## config.mk

```make
export PLATFORM = sky130hd
export DESIGN_NAME = hub_lock_mgr
export DESIGN_NICKNAME = d
export VERILOG_FILES = /design/src/rtl/hsl_pkg.sv /design/src/rtl/hsl_free_finder.sv /design/src/rtl/hsl_lock_bank.sv /design/src/rtl/hsl_resp.sv /design/src/rtl/hub_lock_mgr.sv
export SDC_FILE = /design/constraint.sdc
export NUM_CORES = 1
export LEC_CHECK = 0
export BUFFER_PORTS_ARGS = -buffer_cell sky130_fd_sc_hd__buf_2
export CAP_MARGIN = 20
export CORE_MARGIN = 2
export CORE_UTILIZATION = 35
export DETAILED_ROUTE_END_ITERATION = 12
export PLACE_DENSITY_LB_ADDON = 0.15
export SLEW_MARGIN = 40
export SYNTH_ARGS = -nofsm -noshare
export SYNTH_HDL_FRONTEND = slang
export SYNTH_SLANG_ARGS = --single-unit
```

## constraint.sdc

```tcl
create_clock -name clk -period 3.35 [get_ports clk]
set_input_delay 0.1675 -clock clk [delete_from_list [all_inputs] [get_ports clk]]
set_output_delay 0.1675 -clock clk [all_outputs]
set_load 0.005 [all_outputs]
```

## src/rtl/hsl_pkg.sv

```systemverilog
package hsl_pkg;
  typedef enum logic [1:0] {
    OP_TAKE  = 2'b00,
    OP_GIVE  = 2'b01,
    OP_SET   = 2'b10,
    OP_CLEAR = 2'b11
  } lock_op_e;
endpackage

```

## src/rtl/hsl_free_finder.sv

```systemverilog
module hsl_free_finder #(
  parameter int N  = 8,
  parameter int IW = $clog2(N)
) (
  input  logic          clk,
  input  logic          rst_n,
  input  logic [N-1:0]  used,
  output logic          any_free,
  output logic [IW-1:0] grant_id,
  output logic [N-1:0]  grant_oh
);
  logic [N-1:0] free_vec;

  function automatic logic [IW-1:0] lowest_index(input logic [N-1:0] v);
    logic [IW-1:0] idx;
    idx = '0;
    for (int i = N - 1; i >= 0; i--) begin
      if (v[i]) idx = IW'(i);
    end
    return idx;
  endfunction

  assign free_vec = ~used;
  assign any_free = |free_vec;
  assign grant_id = lowest_index(free_vec);

  generate
    for (genvar g = 0; g < N; g++) begin : g_oh
      if (g == 0) begin : g_first
        assign grant_oh[g] = free_vec[g];
      end else begin : g_rest
        assign grant_oh[g] = free_vec[g] & ~(|free_vec[g-1:0]);
      end
    end
  endgenerate

  AST_GRANT_ONEHOT: assert property (@(posedge clk) disable iff (!rst_n)
    $onehot0(grant_oh));
  AST_GRANT_AGREES: assert property (@(posedge clk) disable iff (!rst_n)
    any_free |-> (grant_oh[grant_id] && !used[grant_id]));
endmodule

```

## src/rtl/hsl_lock_bank.sv

```systemverilog
module hsl_lock_bank #(
  parameter int N  = 8,
  parameter int IW = $clog2(N)
) (
  input  logic          clk,
  input  logic          rst_n,
  input  logic          take_fire,
  input  logic [IW-1:0] take_id,
  input  logic          give_fire,
  input  logic          set_fire,
  input  logic          clr_fire,
  input  logic [IW-1:0] tgt_id,
  input  logic          take_fail,
  output logic [N-1:0]  used_q,
  output logic [N-1:0]  state_q
);
  generate
    for (genvar g = 0; g < N; g++) begin : g_lock
      logic u_r, s_r;
      logic take_hit, give_hit, set_hit, clr_hit;
      assign take_hit = take_fire && (take_id == IW'(g));
      assign give_hit = give_fire && (tgt_id == IW'(g));
      assign set_hit  = set_fire  && (tgt_id == IW'(g));
      assign clr_hit  = clr_fire  && (tgt_id == IW'(g));

      always_ff @(posedge clk or negedge rst_n) begin
        if (!rst_n) begin
          u_r <= 1'b0;
          s_r <= 1'b0;
        end else begin
          if (take_hit)      u_r <= 1'b1;
          else if (give_hit) u_r <= 1'b0;
          if (take_hit || clr_hit) s_r <= 1'b0;
          else if (set_hit)        s_r <= 1'b1;
        end
      end
      assign used_q[g]  = u_r;
      assign state_q[g] = s_r;
    end
  endgenerate

  AST_TAKE_MARKS: assert property (@(posedge clk) disable iff (!rst_n)
    take_fire |=> (used_q[$past(take_id)] && !state_q[$past(take_id)]));
  AST_FAIL_STILL: assert property (@(posedge clk) disable iff (!rst_n)
    take_fail |=> ($stable(used_q) && $stable(state_q)));
  AST_SET_HOLDS: assert property (@(posedge clk) disable iff (!rst_n)
    set_fire |=> state_q[$past(tgt_id)]);
  AST_CLEAR_HOLDS: assert property (@(posedge clk) disable iff (!rst_n)
    clr_fire |=> !state_q[$past(tgt_id)]);
  AST_GIVE_FREES: assert property (@(posedge clk) disable iff (!rst_n)
    give_fire |=> (!used_q[$past(tgt_id)] && $stable(state_q)));
  AST_SETCLR_NO_TAKE: assert property (@(posedge clk) disable iff (!rst_n)
    (set_fire || clr_fire) |=> $stable(used_q));
endmodule

```

## src/rtl/hsl_resp.sv

```systemverilog
module hsl_resp #(
  parameter int IW = 3
) (
  input  logic          clk,
  input  logic          rst_n,
  input  logic          fire,
  input  logic [IW-1:0] id_d,
  input  logic          prev_d,
  input  logic          fail_d,
  output logic          done_q,
  output logic [IW-1:0] id_q,
  output logic          prev_q,
  output logic          fail_q
);
  always_ff @(posedge clk or negedge rst_n) begin
    if (!rst_n) begin
      done_q <= 1'b0;
      id_q   <= '0;
      prev_q <= 1'b0;
      fail_q <= 1'b0;
    end else begin
      done_q <= fire;
      id_q   <= fire ? id_d   : '0;
      prev_q <= fire ? prev_d : 1'b0;
      fail_q <= fire ? fail_d : 1'b0;
    end
  end
endmodule

```

## src/rtl/hub_lock_mgr.sv

```systemverilog
module hub_lock_mgr #(
  parameter int NUM_LOCKS = 8,
  parameter int ID_W      = $clog2(NUM_LOCKS)
) (
  input  logic            clk,
  input  logic            rst_n,
  input  logic            req_valid,
  input  logic [1:0]      req_op,
  input  logic [ID_W-1:0] req_id,
  output logic            rsp_done,
  output logic [ID_W-1:0] rsp_id,
  output logic            rsp_prev,
  output logic            rsp_fail
);
  import hsl_pkg::*;

  lock_op_e              op;
  logic [NUM_LOCKS-1:0]  used_q, state_q, grant_oh;
  logic                  any_free;
  logic [ID_W-1:0]       grant_id;
  logic                  is_take, take_fire, take_fail;
  logic                  give_fire, set_fire, clr_fire;
  logic [ID_W-1:0]       rsp_id_d;
  logic                  rsp_prev_d;

  assign op        = lock_op_e'(req_op);
  assign is_take   = req_valid && (op == OP_TAKE);
  assign take_fire = is_take && any_free;
  assign take_fail = is_take && !any_free;
  assign give_fire = req_valid && (op == OP_GIVE);
  assign set_fire  = req_valid && (op == OP_SET);
  assign clr_fire  = req_valid && (op == OP_CLEAR);

  hsl_free_finder #(.N(NUM_LOCKS), .IW(ID_W)) u_finder (
    .clk(clk), .rst_n(rst_n), .used(used_q),
    .any_free(any_free), .grant_id(grant_id), .grant_oh(grant_oh)
  );

  hsl_lock_bank #(.N(NUM_LOCKS), .IW(ID_W)) u_bank (
    .clk(clk), .rst_n(rst_n),
    .take_fire(take_fire), .take_id(grant_id),
    .give_fire(give_fire), .set_fire(set_fire), .clr_fire(clr_fire),
    .tgt_id(req_id), .take_fail(take_fail),
    .used_q(used_q), .state_q(state_q)
  );

  always_comb begin
    if (is_take) begin
      rsp_id_d   = any_free ? grant_id : '0;
      rsp_prev_d = 1'b0;
    end else begin
      rsp_id_d   = req_id;
      rsp_prev_d = state_q[req_id];
    end
  end

  hsl_resp #(.IW(ID_W)) u_resp (
    .clk(clk), .rst_n(rst_n), .fire(req_valid),
    .id_d(rsp_id_d), .prev_d(rsp_prev_d), .fail_d(take_fail),
    .done_q(rsp_done), .id_q(rsp_id), .prev_q(rsp_prev), .fail_q(rsp_fail)
  );

  AST_DONE_AFTER_REQ: assert property (@(posedge clk) disable iff (!rst_n)
    req_valid |=> rsp_done);
  AST_NO_SPURIOUS_DONE: assert property (@(posedge clk) disable iff (!rst_n)
    !req_valid |=> !rsp_done);
  AST_FAIL_ONLY_FULL: assert property (@(posedge clk) disable iff (!rst_n)
    rsp_fail |-> ($past(used_q) == '1 && rsp_id == '0));
  AST_ECHO_ID: assert property (@(posedge clk) disable iff (!rst_n)
    (req_valid && !is_take) |=> (rsp_id == $past(req_id) && !rsp_fail));
  always_comb begin
    if (!rst_n) AST_RESET_IDLE: assert (!rsp_done);
  end
endmodule

```

==> flow_summary_export.csv <==
group,metric,value,unit
cells_and_area,synthToLayoutAreaGrowth,14.0,%
clock_tree,clkTransAtPathRegs,130,ps
synthesis,synth_top_area_share,0.494,
routing,dr.pass1.iters,4,
clock_tree,cts_inserted_buffers,3,
global_route,grt_pass1_wl,4120,um
routing,num_vias,895,
global_route,grt_pass1_vias,836,
clock_tree,clk_latency,310,ps
synthesis,avgSynthCellArea,10.2,sq um
clock_tree,root_buffer,"clkbuf_4",
global_route,grtUsageTotal,0.158,
sta,drv_slew,0,
critical_path,cp_data_arrival_time,1760,ps
routing,via_per_inst,5.36,
power,powerDensity,621,mW/mm^2
clock_tree,cts_resized,0,
clock_tree,cts_tree,"built",
critical_path,required,3570,ps
synthesis,synth_seq_cells,22,
place,place_congestion,0.848,
global_route,grt.overflow.total,0,
clock_tree,postCtsSetupRepairBufs,0,
synthesis,ys_seq_area_frac,0.494,
routing,drtIter0Drc,55,
routing,routed_wirelength,2540,um
power,peakVddDrop,0.000159,V
global_route,grt_max_degree,23,
sta,min_period_over_period,0.458,
power,total_power,0.000788,W
die,initial_core_util,0.368,
routing,wl_per_cell,15.2,um
global_route,antenna_found_initial,0,
cells_and_area,antennaDiodeCount,0,
sta,grt_setup_unrepaired,"false",
sta,hold_violations,0,
synthesis,ys_warn_count,0,
cells_and_area,nFillCells,300,
clock_tree,cts.path.max_buffers,2,
synthesis,synth_edf_count,0,
sta,skew,14.4,ps
critical_path,worstSetupPathType,"reg2reg",
synthesis,synth_top_area_cell,"dfrtp_1",
critical_path,cp-start-kind,"flip-flop",
synthesis,synth_nets,117,
sta,fmax,652,MHz
sta,relSlewSlack,0.676,
cells_and_area,postLayoutCoreUtil,0.419,
synthesis,yosys.cell_types.count,36,
sta,fin_tns_setup,0,ps
clock_tree,clock-sinks,22,
run,max_cap_violations,0,
sta,holdWs,57.3,ps
die,core.rowCount,20,
synthesis,ys.flop_type,"dfrtp_1",
cells_and_area,final_cells,167,
die,core_area,0.00303,sq mm
cells_and_area,drive_above_1_share,0.195,
critical_path,cp_max_fo,3,
die,fp.dieArea,0.00365,sq mm
routing,drtAntennaViolNets,0,
outcome,status,"completed",
sta,setup_violations,0,
power,p_leak,0.565,nW
critical_path,end_kind,"flip-flop",
synthesis,synthTopCellsByArea,"dfrtp_1 (49%), nor2_1 (4.7%), mux4_2 (4.0%), nand2_1 (3.4%), o21ai_0 (3.1%)",
place,dp_cells,162,
place,port_buffers,13,
sta,worst_pin_slew,485,ps
die,ios,14,
routing,drc,0,
sta,period_minus_slack,1530,ps
die,fp.dieH,60.4,um
die,die_w,60.4,um
place,hpwlAfterDp,1900,um
synthesis,synthCells,109,
synthesis,synth-async-reset-ratio,1.00,
synthesis,syn_area,0.00111,sq mm
clock_tree,h-tree-depth,1,
worst_hold_path,hold_path.class,"in2reg",
cells_and_area,finish.net_count,132,
clock_tree,cts-hold-fix-buffers,1,
[critical path: stages, from the launching register on]
cell      delay [ps]
dfrtp_1          430
and2b_2          200
o221ai_1         280
or3b_1           390
and2_1           140
[cell families after synthesis]
group                  Yosys count  synth area share
muxes                            4            0.0584
and+or+nand+nor                 49             0.246
AOI/OAI and AO/OA               26             0.164
buffers and inverters            8            0.0371
DFF                             22             0.494
[layer usage]
| layer | part of all wire | global-route usage |
|---|---|---|
| met1 | 0.49 | 0.217 |
| met2 | 0.46 | 0.242 |
| met3 | 0.038 | 0.0256 |
| met4 | 0.016 | 0.0762 |
| met5 | 0 | 0 |
[registers in the layout, summed over array words and instances (netlist names)]
register           count
u_resp.done_q          1
u_resp.prev_q          1
u_bank.g_lock.s_r      8
u_resp.fail_q          1
u_bank.g_lock.u_r      8
u_resp.id_q            3
[report_power, final]
part / internal (W) / switching, W / leakage, nW / total [W]
Combinational: 0.0000897 / 0.0000886 / 0.263 / 0.000178
Sequential: 0.000332 / 0.0000744 / 0.274 / 0.000407
Clock: 0.000121 / 0.0000822 / 0.0279 / 0.000203
[worst paths after layout]
kind                       slack, ps  depth (start not counted)                 start                   end
hold / removal                    60                          1             req_valid         u_resp.done_q
min in group asynchronous        320                          2                 rst_n  u_bank.g_lock[7].u_r
setup reg to reg                1820                          4  u_bank.g_lock[6].u_r  u_bank.g_lock[6].s_r
max in group asynchronous       2680                          2                 rst_n  u_bank.g_lock[0].u_r
setup / recovery                1820                          4  u_bank.g_lock[6].u_r  u_bank.g_lock[6].s_r
hold reg to reg                  550                          2  u_bank.g_lock[0].s_r  u_bank.g_lock[0].s_r
[placed cells by master, fill, tap and decap left out, types with 2 or more instances in the layout]
master | Yosys | routed
nand2_1 | 10 | 10
dfrtp_1 | 22 | 22
o21a_1 | 2 | 2
o21ai_0 | 7 | 7
buf_2 | 1 | 13
a21o_1 | 3 | 3
nor2_1 | 14 | 14
inv_1 | 4 | 4
mux2i_1 | 2 | 2
a31oi_1 | 2 | 2
nand3b_1 | 2 | 2
a211oi_1 | 3 | 3
mux4_2 | 2 | 2
nand3_1 | 4 | 4
o31ai_1 | 2 | 2
nor3_1 | 6 | 6
nand2b_1 | 3 | 3
clkbuf_4 | 0 | 3
[per-stage QoR]
step                setup slack, ps  area (sq um)
detailed placement             1830          1210
CTS                            1830          1270
global route                   1760          1270
finish                         1820          1270
global placement               1840          1210
floorplan                      1950          1110
[Yosys cell counts, types with 2 or more instances]
library cell and n:
nand2_1 10, nand2b_1 3, a21o_1 3, o31ai_1 2, o21ai_0 7, a31oi_1 2, mux2i_1 2, o21a_1 2
a211oi_1 3, nor2_1 14, inv_1 4, dfrtp_1 22, mux4_2 2, nand3b_1 2, nor3_1 6, nand3_1 4
clkbuf_1 2
[area by class of cell]
type | instances | area (sq um) | area share
Multi-Input combinational cell | 79 | 522 | 0.411
Sequential cell | 22 | 551 | 0.433
Inverter | 4 | 15.0 | 0.0118
Timing Repair Buffer | 14 | 75.1 | 0.0591
Clock inverter | 1 | 30.0 | 0.0236
Tap cell | 44 | 55.1 | 0.0433
Clock buffer | 3 | 22.5 | 0.0177
No activity file was read; power rests on OpenSTA's default activity.
